--- config.mk ---
export PLATFORM = sky130hd
export DESIGN_NAME = rst_entry_seq
export DESIGN_NICKNAME = d
export VERILOG_FILES = /design/src/rtl/rst_entry_pkg.sv /design/src/rtl/rst_entry_waitcnt.sv /design/src/rtl/rst_entry_ctx.sv /design/src/rtl/rst_entry_fsm.sv /design/src/rtl/rst_entry_seq.sv
export SDC_FILE = /design/constraint.sdc
export NUM_CORES = 1
export LEC_CHECK = 0
export BUFFER_PORTS_ARGS = -buffer_cell sky130_fd_sc_hd__buf_2
export CORE_MARGIN = 8
export CORE_UTILIZATION = 51
export CTS_BUF_LIST = sky130_fd_sc_hd__clkbuf_16
export CTS_CLUSTER_SIZE = 40
export DETAILED_ROUTE_END_ITERATION = 16
export GPL_ROUTABILITY_DRIVEN = 0
export GPL_TIMING_DRIVEN = 0
export PLACE_DENSITY = 0.79
export SLEW_MARGIN = 20
export SYNTH_ARGS = -nofsm -noshare
export SYNTH_HDL_FRONTEND = slang
export SYNTH_HIERARCHICAL = 1
export SYNTH_SLANG_ARGS = --single-unit
--- constraint.sdc ---
create_clock -name clk -period 2.53 [get_ports clk]
set_input_delay 0.1265 -clock clk [delete_from_list [all_inputs] [get_ports clk]]
set_output_delay 0.1265 -clock clk [all_outputs]
set_load 0.05 [all_outputs]
--- src/rtl/rst_entry_pkg.sv ---
package rst_entry_pkg;

    typedef enum logic [2:0] {
        ST_IDLE,
        ST_WAIT_BUS,
        ST_FETCH_PC,
        ST_FETCH_SP,
        ST_INIT,
        ST_START
    } seq_state_e;

    typedef enum logic {
        KIND_POWER,
        KIND_MANUAL
    } rst_kind_e;

endpackage

--- src/rtl/rst_entry_waitcnt.sv ---
// Counts cycles spent waiting for the bus while it is taken.
// The count is cleared whenever the sequencer is outside the wait state.
module rst_entry_waitcnt #(
    parameter int LIMIT = 16
) (
    input  logic clk,
    input  logic rst_n,
    input  logic in_wait,
    input  logic bus_free,
    output logic expired
);

    generate
        if (LIMIT == 0) begin : g_immediate
            assign expired = 1'b1;
        end else begin : g_count
            localparam int CW = $clog2(LIMIT + 1);
            localparam logic [CW-1:0] LIM_V = CW'(LIMIT);

            logic [CW-1:0] cnt_d, cnt_q;

            always_comb begin
                cnt_d = cnt_q;
                if (!in_wait) begin
                    cnt_d = '0;
                end else if (!bus_free && (cnt_q != LIM_V)) begin
                    cnt_d = cnt_q + 1'b1;
                end
            end

            always_ff @(posedge clk or negedge rst_n) begin
                if (!rst_n) cnt_q <= '0;
                else        cnt_q <= cnt_d;
            end

            assign expired = (cnt_q == LIM_V);
        end
    endgenerate

endmodule

--- src/rtl/rst_entry_ctx.sv ---
// CPU context registers touched by reset entry.
module rst_entry_ctx #(
    parameter int DW  = 32,
    parameter int IMW = 4
) (
    input  logic           clk,
    input  logic           rst_n,
    input  logic           load,
    input  logic [DW-1:0]  load_pc,
    input  logic [DW-1:0]  load_sp,
    input  logic           wr_en,
    input  logic [DW-1:0]  wr_pc,
    input  logic [DW-1:0]  wr_sp,
    input  logic [DW-1:0]  wr_vbr,
    input  logic [IMW-1:0] wr_imask,
    input  logic           wr_bo,
    input  logic           wr_cs,
    input  logic           wr_bn,
    output logic [DW-1:0]  pc,
    output logic [DW-1:0]  sp,
    output logic [DW-1:0]  vbr,
    output logic [IMW-1:0] imask,
    output logic           bo,
    output logic           cs,
    output logic           bn
);

    typedef struct packed {
        logic [DW-1:0]  pc;
        logic [DW-1:0]  sp;
        logic [DW-1:0]  vbr;
        logic [IMW-1:0] imask;
        logic           bo;
        logic           cs;
        logic           bn;
    } ctx_t;

    ctx_t ctx_d, ctx_q;

    always_comb begin
        ctx_d = ctx_q;
        if (load) begin
            ctx_d.pc    = load_pc;
            ctx_d.sp    = load_sp;
            ctx_d.vbr   = '0;
            ctx_d.imask = '1;
            ctx_d.bo    = 1'b0;
            ctx_d.cs    = 1'b0;
            ctx_d.bn    = 1'b0;
        end else if (wr_en) begin
            ctx_d.pc    = wr_pc;
            ctx_d.sp    = wr_sp;
            ctx_d.vbr   = wr_vbr;
            ctx_d.imask = wr_imask;
            ctx_d.bo    = wr_bo;
            ctx_d.cs    = wr_cs;
            ctx_d.bn    = wr_bn;
        end
    end

    always_ff @(posedge clk or negedge rst_n) begin
        if (!rst_n) begin
            ctx_q.pc    <= '0;
            ctx_q.sp    <= '0;
            ctx_q.vbr   <= '0;
            ctx_q.imask <= '1;
            ctx_q.bo    <= 1'b0;
            ctx_q.cs    <= 1'b0;
            ctx_q.bn    <= 1'b0;
        end else begin
            ctx_q <= ctx_d;
        end
    end

    assign pc    = ctx_q.pc;
    assign sp    = ctx_q.sp;
    assign vbr   = ctx_q.vbr;
    assign imask = ctx_q.imask;
    assign bo    = ctx_q.bo;
    assign cs    = ctx_q.cs;
    assign bn    = ctx_q.bn;

endmodule

--- src/rtl/rst_entry_fsm.sv ---
// Sequencer: request arbitration, bus wait, vector reads, context load, start.
module rst_entry_fsm
    import rst_entry_pkg::*;
#(
    parameter int              AW         = 32,
    parameter int              DW         = 32,
    parameter logic [AW-1:0]   VEC_BASE   = '0,
    parameter int unsigned     OFF_POR_PC = 32'h0,
    parameter int unsigned     OFF_POR_SP = 32'h4,
    parameter int unsigned     OFF_MAN_PC = 32'h8,
    parameter int unsigned     OFF_MAN_SP = 32'hC
) (
    input  logic          clk,
    input  logic          rst_n,
    input  logic          por_req,
    input  logic          mrst_req,
    input  logic          bus_free,
    input  logic          wait_expired,
    input  logic          rd_ready,
    input  logic [DW-1:0] rd_data,
    output logic          rd_valid,
    output logic [AW-1:0] rd_addr,
    output logic          in_wait,
    output logic          ctx_load,
    output logic [DW-1:0] ld_pc,
    output logic [DW-1:0] ld_sp,
    output logic          busy,
    output logic          start,
    output logic          dropped,
    output logic          fpu_clr
);

    localparam logic [AW-1:0] A_POR_PC = VEC_BASE + AW'(OFF_POR_PC);
    localparam logic [AW-1:0] A_POR_SP = VEC_BASE + AW'(OFF_POR_SP);
    localparam logic [AW-1:0] A_MAN_PC = VEC_BASE + AW'(OFF_MAN_PC);
    localparam logic [AW-1:0] A_MAN_SP = VEC_BASE + AW'(OFF_MAN_SP);

    typedef struct packed {
        seq_state_e    st;
        rst_kind_e     kind;
        logic          por_pend;
        logic [DW-1:0] pc_tmp;
        logic [DW-1:0] sp_tmp;
        logic          drop;
        logic          fpu;
    } fsm_t;

    fsm_t r_d, r_q;
    logic load_c;

    always_comb begin
        r_d      = r_q;
        r_d.drop = 1'b0;
        r_d.fpu  = 1'b0;
        load_c   = 1'b0;
        unique case (r_q.st)
            ST_IDLE: begin
                if (por_req) begin
                    r_d.st   = ST_WAIT_BUS;
                    r_d.kind = KIND_POWER;
                end else if (mrst_req) begin
                    r_d.st   = ST_WAIT_BUS;
                    r_d.kind = KIND_MANUAL;
                end
            end
            ST_WAIT_BUS: begin
                if (por_req) r_d.kind = KIND_POWER;
                if (bus_free) begin
                    r_d.st = ST_FETCH_PC;
                end else if (r_q.kind == KIND_MANUAL && !por_req && wait_expired) begin
                    r_d.st   = ST_IDLE;
                    r_d.drop = 1'b1;
                end
            end
            ST_FETCH_PC: begin
                if (por_req) r_d.por_pend = 1'b1;
                if (rd_ready) begin
                    r_d.pc_tmp = rd_data;
                    r_d.st     = ST_FETCH_SP;
                end
            end
            ST_FETCH_SP: begin
                if (por_req) r_d.por_pend = 1'b1;
                if (rd_ready) begin
                    r_d.sp_tmp = rd_data;
                    r_d.st     = ST_INIT;
                end
            end
            ST_INIT: begin
                if (por_req) r_d.por_pend = 1'b1;
                load_c  = 1'b1;
                r_d.fpu = (r_q.kind == KIND_POWER);
                r_d.st  = ST_START;
            end
            ST_START: begin
                if (r_q.por_pend || por_req) begin
                    r_d.st       = ST_WAIT_BUS;
                    r_d.kind     = KIND_POWER;
                    r_d.por_pend = 1'b0;
                end else begin
                    r_d.st = ST_IDLE;
                end
            end
            default: r_d.st = ST_IDLE;
        endcase
    end

    always_ff @(posedge clk or negedge rst_n) begin
        if (!rst_n) begin
            r_q.st       <= ST_IDLE;
            r_q.kind     <= KIND_POWER;
            r_q.por_pend <= 1'b0;
            r_q.pc_tmp   <= '0;
            r_q.sp_tmp   <= '0;
            r_q.drop     <= 1'b0;
            r_q.fpu      <= 1'b0;
        end else begin
            r_q <= r_d;
        end
    end

    always_comb begin
        rd_addr = '0;
        if (r_q.st == ST_FETCH_PC) begin
            rd_addr = (r_q.kind == KIND_POWER) ? A_POR_PC : A_MAN_PC;
        end else if (r_q.st == ST_FETCH_SP) begin
            rd_addr = (r_q.kind == KIND_POWER) ? A_POR_SP : A_MAN_SP;
        end
    end

    assign rd_valid = (r_q.st == ST_FETCH_PC) || (r_q.st == ST_FETCH_SP);
    assign in_wait  = (r_q.st == ST_WAIT_BUS);
    assign ctx_load = load_c;
    assign ld_pc    = r_q.pc_tmp;
    assign ld_sp    = r_q.sp_tmp;
    assign busy     = (r_q.st != ST_IDLE);
    assign start    = (r_q.st == ST_START);
    assign dropped  = r_q.drop;
    assign fpu_clr  = r_q.fpu;

endmodule

--- src/rtl/rst_entry_seq.sv ---
module rst_entry_seq #(
    parameter int            AW          = 32,
    parameter int            DW          = 32,
    parameter int            IMW         = 4,
    parameter int            MR_TIMEOUT  = 16,
    parameter logic [AW-1:0] VEC_BASE    = '0,
    parameter int unsigned   OFF_POR_PC  = 32'h0,
    parameter int unsigned   OFF_POR_SP  = 32'h4,
    parameter int unsigned   OFF_MAN_PC  = 32'h8,
    parameter int unsigned   OFF_MAN_SP  = 32'hC
) (
    input  logic           clk,
    input  logic           rst_n,
    input  logic           por_req,
    input  logic           mrst_req,
    input  logic           ext_grant,
    input  logic           dma_burst,
    output logic           rd_valid,
    output logic [AW-1:0]  rd_addr,
    input  logic           rd_ready,
    input  logic [DW-1:0]  rd_data,
    input  logic           cpu_we,
    input  logic [DW-1:0]  cpu_pc,
    input  logic [DW-1:0]  cpu_sp,
    input  logic [DW-1:0]  cpu_vbr,
    input  logic [IMW-1:0] cpu_imask,
    input  logic           cpu_bo,
    input  logic           cpu_cs,
    input  logic           cpu_bn,
    output logic [DW-1:0]  pc_o,
    output logic [DW-1:0]  sp_o,
    output logic [DW-1:0]  vbr_o,
    output logic [IMW-1:0] imask_o,
    output logic           bo_o,
    output logic           cs_o,
    output logic           bn_o,
    output logic           fpu_clr_o,
    output logic           busy_o,
    output logic           start_o,
    output logic           dropped_o
);

    logic          bus_free;
    logic          in_wait;
    logic          expired;
    logic          ctx_load;
    logic [DW-1:0] ld_pc;
    logic [DW-1:0] ld_sp;
    logic          busy;

    assign bus_free = !ext_grant && !dma_burst;

    rst_entry_waitcnt #(
        .LIMIT (MR_TIMEOUT)
    ) u_wait (
        .clk      (clk),
        .rst_n    (rst_n),
        .in_wait  (in_wait),
        .bus_free (bus_free),
        .expired  (expired)
    );

    rst_entry_fsm #(
        .AW         (AW),
        .DW         (DW),
        .VEC_BASE   (VEC_BASE),
        .OFF_POR_PC (OFF_POR_PC),
        .OFF_POR_SP (OFF_POR_SP),
        .OFF_MAN_PC (OFF_MAN_PC),
        .OFF_MAN_SP (OFF_MAN_SP)
    ) u_fsm (
        .clk          (clk),
        .rst_n        (rst_n),
        .por_req      (por_req),
        .mrst_req     (mrst_req),
        .bus_free     (bus_free),
        .wait_expired (expired),
        .rd_ready     (rd_ready),
        .rd_data      (rd_data),
        .rd_valid     (rd_valid),
        .rd_addr      (rd_addr),
        .in_wait      (in_wait),
        .ctx_load     (ctx_load),
        .ld_pc        (ld_pc),
        .ld_sp        (ld_sp),
        .busy         (busy),
        .start        (start_o),
        .dropped      (dropped_o),
        .fpu_clr      (fpu_clr_o)
    );

    rst_entry_ctx #(
        .DW  (DW),
        .IMW (IMW)
    ) u_ctx (
        .clk      (clk),
        .rst_n    (rst_n),
        .load     (ctx_load),
        .load_pc  (ld_pc),
        .load_sp  (ld_sp),
        .wr_en    (cpu_we && !busy),
        .wr_pc    (cpu_pc),
        .wr_sp    (cpu_sp),
        .wr_vbr   (cpu_vbr),
        .wr_imask (cpu_imask),
        .wr_bo    (cpu_bo),
        .wr_cs    (cpu_cs),
        .wr_bn    (cpu_bn),
        .pc       (pc_o),
        .sp       (sp_o),
        .vbr      (vbr_o),
        .imask    (imask_o),
        .bo       (bo_o),
        .cs       (cs_o),
        .bn       (bn_o)
    );

    assign busy_o = busy;

endmodule

==> run summary <==
The number of clock buffers added by TritonCTS is 17. In the final routed layout, each cell accounts on average for 18.2 um. By area the synthesized netlist is led by sky130_fd_sc_hd__dfrtp_1 (52%), sky130_fd_sc_hd__mux2i_1 (12%), sky130_fd_sc_hd__buf_4 (8.5%). The required time of the worst setup path was 2.86 ns.

The critical path goes through buf_2 > nor2b_1 > nand2b_1 > inv_1 > buf_4 > clkbuf_1 > nand2_1 > o21ai_0. The proportion of register bits with asynchronous set or reset after synthesis came out at 1.00. The tools report the clock share of power as 0.161. The library cell used most frequently in the layout, excluding fill and tap cells, is sky130_fd_sc_hd__buf_2. The proportion of layout cells with a drive suffix above 1 works out to 0.418. The estimated wirelength of the detail-placed design is 16400 um. In this run the worst setup path begins at u_fsm/r_q[70]. Among all flip-flop cells after synthesis, the most frequent one is sky130_fd_sc_hd__dfrtp_1. In the synthesized netlist, the number of instances is 712.

The leakage power summed over all cells was 5.77 nW. In this run, placement finished with an instance count of 1214. For the number of vias after detailed routing, the log shows 6632.

The maximum resistive drop on vdd was 0.770 mV. The die is 145 um wide. The internal power of the cells totals 8.81 mW. The first global-routing pass estimated 40000 um of wire. In this design, the stage delay of the slowest critical-path cell is 0.48 ns. After synthesis the cells add up to 8480 sq um.

The root buffer cell chosen for the clock tree is sky130_fd_sc_hd__clkbuf_16. The destination of the critical timing path is u_ctx/sp[29]. Largest area contributor in the netlist: sky130_fd_sc_hd__dfrtp_1. The number of global-route vias before repair came out at 7282.

The run gives 2 as the number of buffers between clock root and the deepest sink. The flow ran to the end, and the final reports show no timing, DRC or antenna violations. The worst register-to-register path has a depth of 8. The tools report the critical path startpoint category as a register.

The final layout contains 1263 nets. The tools report the worst endpoint data arrival time as 2.59 ns. Setup repair after global routing left no endpoint under its margin. The initial antenna violation count was 5; the overall routing resource usage was 0.237. The tools report the number of cells upsized or downsized after cts as 0. The sequential element share of the synthesized area came out at 0.529. The run gives 0.586 as the worst-case headroom to the max-slew limit. Post-CTS timing repair inserted 0 buffers for setup.

The hold violation total from the final report is 0, and the clock-pin slew on the worst setup and hold paths is 0.07 ns. The H-tree generated during clock tree synthesis spans 4 levels. The logs give 0.517 for the initial core utilization and 100 for the largest net degree at the start of global routing. TritonCTS built the clock tree. The part of the total power dissipated in combinational logic came out at 0.523.

In this run the mean area of a mapped cell was 11.9 sq um. The fraction of post-synthesis cell area in the top cell type by area is 0.517. The portion of total power attributed to sequential cells was 0.316; the number of flops mapped to enable cells by yosys was 0.

The run gives 0.283 ns as the worst slack at placement. The die is 145 um tall. The net switching share of the total power is 0.454, and the number of iterations in the first detailed-routing pass is 5.

Counting both buffers and inverters, the worst setup path holds a total of 4. After routing, the total negative slack on setup checks comes to 0 ns. Derived from the worst setup path, the maximum achievable clock frequency is 442 MHz. Setup slack on the worst reg-to-reg path comes out at 0.27 ns.

The critical path class was reg2reg. The flip-flop and latch count after synthesis is 179, and the total grt overflow is 0. Dividing total power by cell area gives a power density of 1370 nW/um^2.

Counting distinct cell types in the post-synthesis netlist gives 40. The worst path in the final design needs a cycle of 2.26 ns, including I/O delays and setup. For the hold buffer count at cts, the log shows 105. The cell family contributing the most delay on the critical path is buffers and inverters. The worst clock skew is 0.00821 ns, and the actual transition at the worst max-transition pin is 0.622 ns. Max-cap violations in this run came to 0. The endpoint type of the worst setup path is a register.

The final total power was 16.1 mW. The detailed router finished its first iteration with 282 violations. The path class of the lowest-slack min-delay path is in2reg.

In the layout the commonest cells are sky130_fd_sc_hd__buf_2 (261), sky130_fd_sc_hd__dfrtp_1 (175), sky130_fd_sc_hd__dlygate4sd3_1 (105). In this run the critical register-to-register path is launched from u_fsm/r_q[70]. Max-slew violation total from the final report: 0.

In this run the core area contains 47 standard-cell rows. Along the worst path, the maximum fanout reaches 10. After the flow finishes, the layout carries non-filler instances totaling 1355.

The endpoint identified for the worst register-to-register timing path is u_ctx/sp[29]. The tools report the number of remaining DRC errors as 0. The core region is 16400 sq um. For this block, the routed nets add up to 24700 um of wire. The count of buffers inserted at the top-level ports was 252. The tools report the number of ports placed on the die boundary as 283. The area overhead of the layout relative to synthesis is 39.2%. The clock reaches the later pin of the worst-skew pair after 0.42 ns. Setup violations remaining at the end of the flow were counted as 0. Yosys warning count: 6. Among all stages on the critical path, the largest delay is contributed by sky130_fd_sc_hd__clkbuf_1. The number of fillers in the final layout is 1108, and the die footprint is 21000 sq um. The switching power summed over all nets is 7.32 mW, and the TritonCTS sink count is 179.

Origin of the worst min-delay path: cpu_sp[17]. Dividing the detail-routed via count by the number of cells gives 4.89. After layout, the worst setup slack is 0.266 ns. The final cycle utilization of the critical path came out at 0.895.

The number of nets still failing antenna checks after routing is 0. The number of stages on the worst setup path works out to 8.
[final cells by class]
| class | instances | area, sq um | area share |
|---|---|---|---|
| Timing Repair Buffer | 358 | 2350 | 0.199 |
| Clock buffer | 17 | 425 | 0.0360 |
| Antenna cell | 4 | 10.0 | 0.000848 |
| Tap cell | 220 | 275 | 0.0233 |
| Clock inverter | 15 | 155 | 0.0131 |
| Sequential cell | 179 | 4480 | 0.380 |
| Multi-Input combinational cell | 425 | 3070 | 0.260 |
| Buffer | 134 | 1020 | 0.0861 |
| Inverter | 3 | 11.3 | 0.000954 |
[synth_stat cells (2+ instances only)]
master / number
sky130_fd_sc_hd__nor2_1: 43
sky130_fd_sc_hd__dfstp_2: 4
sky130_fd_sc_hd__inv_1: 3
sky130_fd_sc_hd__nor2b_1: 7
sky130_fd_sc_hd__buf_2: 10
sky130_fd_sc_hd__a21oi_1: 5
sky130_fd_sc_hd__or3_1: 3
sky130_fd_sc_hd__mux2_1: 2
sky130_fd_sc_hd__a211o_1: 4
sky130_fd_sc_hd__and2_1: 4
sky130_fd_sc_hd__clkbuf_1: 14
sky130_fd_sc_hd__buf_6: 10
sky130_fd_sc_hd__ha_1: 2
sky130_fd_sc_hd__mux2_2: 33
sky130_fd_sc_hd__o21ai_0: 66
sky130_fd_sc_hd__nand2_1: 74
sky130_fd_sc_hd__mux2i_1: 101
sky130_fd_sc_hd__dfrtp_1: 175
sky130_fd_sc_hd__buf_12: 4
sky130_fd_sc_hd__mux2_4: 29
sky130_fd_sc_hd__buf_4: 96
sky130_fd_sc_hd__nand2b_1: 5
[stage by stage]
step	instance area [sq um]	utilization	hold WS, ns
final	11800	0.719	0.0168
after CTS	11800	0.719	0.000153
after global routing	11800	0.719	0.00668
after floorplan	8590	-	-0.169
after global placement	10100	0.617	0.339
after detailed placement	10200	0.619	0.154
[logic make-up (layout without fill, tap and decap cells)]
group,Yosys count,after routing,share of synthesized area
flip-flops,179,179,0.529
adder cells (fa/ha/maj),2,2,0.00295
multiplexers,165,165,0.217
other,1,34,0.000442
buffers and inverters,137,527,0.121
XOR/XNOR,1,1,0.00103
AO/OA/AOI/OAI,82,82,0.0527
AND/OR/NAND/NOR,145,145,0.0756
[state kept, by name, indices dropped and copies added, names as in the netlist]
signal                count
u_ctx/bn                  1
u_ctx/sp                 32
u_ctx/cs                  1
u_fsm/fpu_clr             1
u_ctx/pc                 32
u_fsm/ld_pc              32
u_fsm/r_q                 5
u_ctx/vbr                32
u_ctx/bo                  1
u_ctx/imask               4
u_fsm/ld_sp              32
u_fsm/dropped             1
u_wait/g_count.cnt_q      5
[how the worst min path moves through the flow]
stage | cells after the start | endpoint | slack, ns
2_1_floorplan | 0 | u_ctx/bn | -0.17
3_3_place_gp | 2 | u_ctx/imask[0] | 0.34
3_5_place_dp | 1 | u_fsm/ld_pc[17] | 0.15
4_1_cts | 3 | u_ctx/pc[21] | 0.0002
5_1_grt | 3 | u_ctx/pc[29] | 0.007
6_report | 3 | u_ctx/sp[17] | 0.02
[worst register-to-register path, delay by kind of cell (launching register included)]
| kind | cells | cell delay [ns] |
|---|---|---|
| DFF | 1 | 0.34 |
| AOI/OAI and AO/OA | 1 | 0.13 |
| buffers and inverters | 4 | 1.17 |
| and+or+nand+nor | 3 | 0.55 |
[layer usage]
layer  vias up  track usage  share of wire
li1       3096            -              -
met4         2       0.0773          0.018
met5         -            0        0.00053
met2       233        0.414           0.52
met3        37       0.0697          0.066
met1      3264        0.274           0.39
[power groups by stage]
stage	Sequential (mW)	Clock, mW	Combinational (mW)
after floorplan	7.96	0	3.47
after global placement	5.02	0	8.11
after detailed placement	5.07	0	8.27
after CTS	5.05	2.66	8.40
after global routing	5.28	2.77	8.92
final	5.10	2.60	8.44
Power figures use the tool's default switching activity.
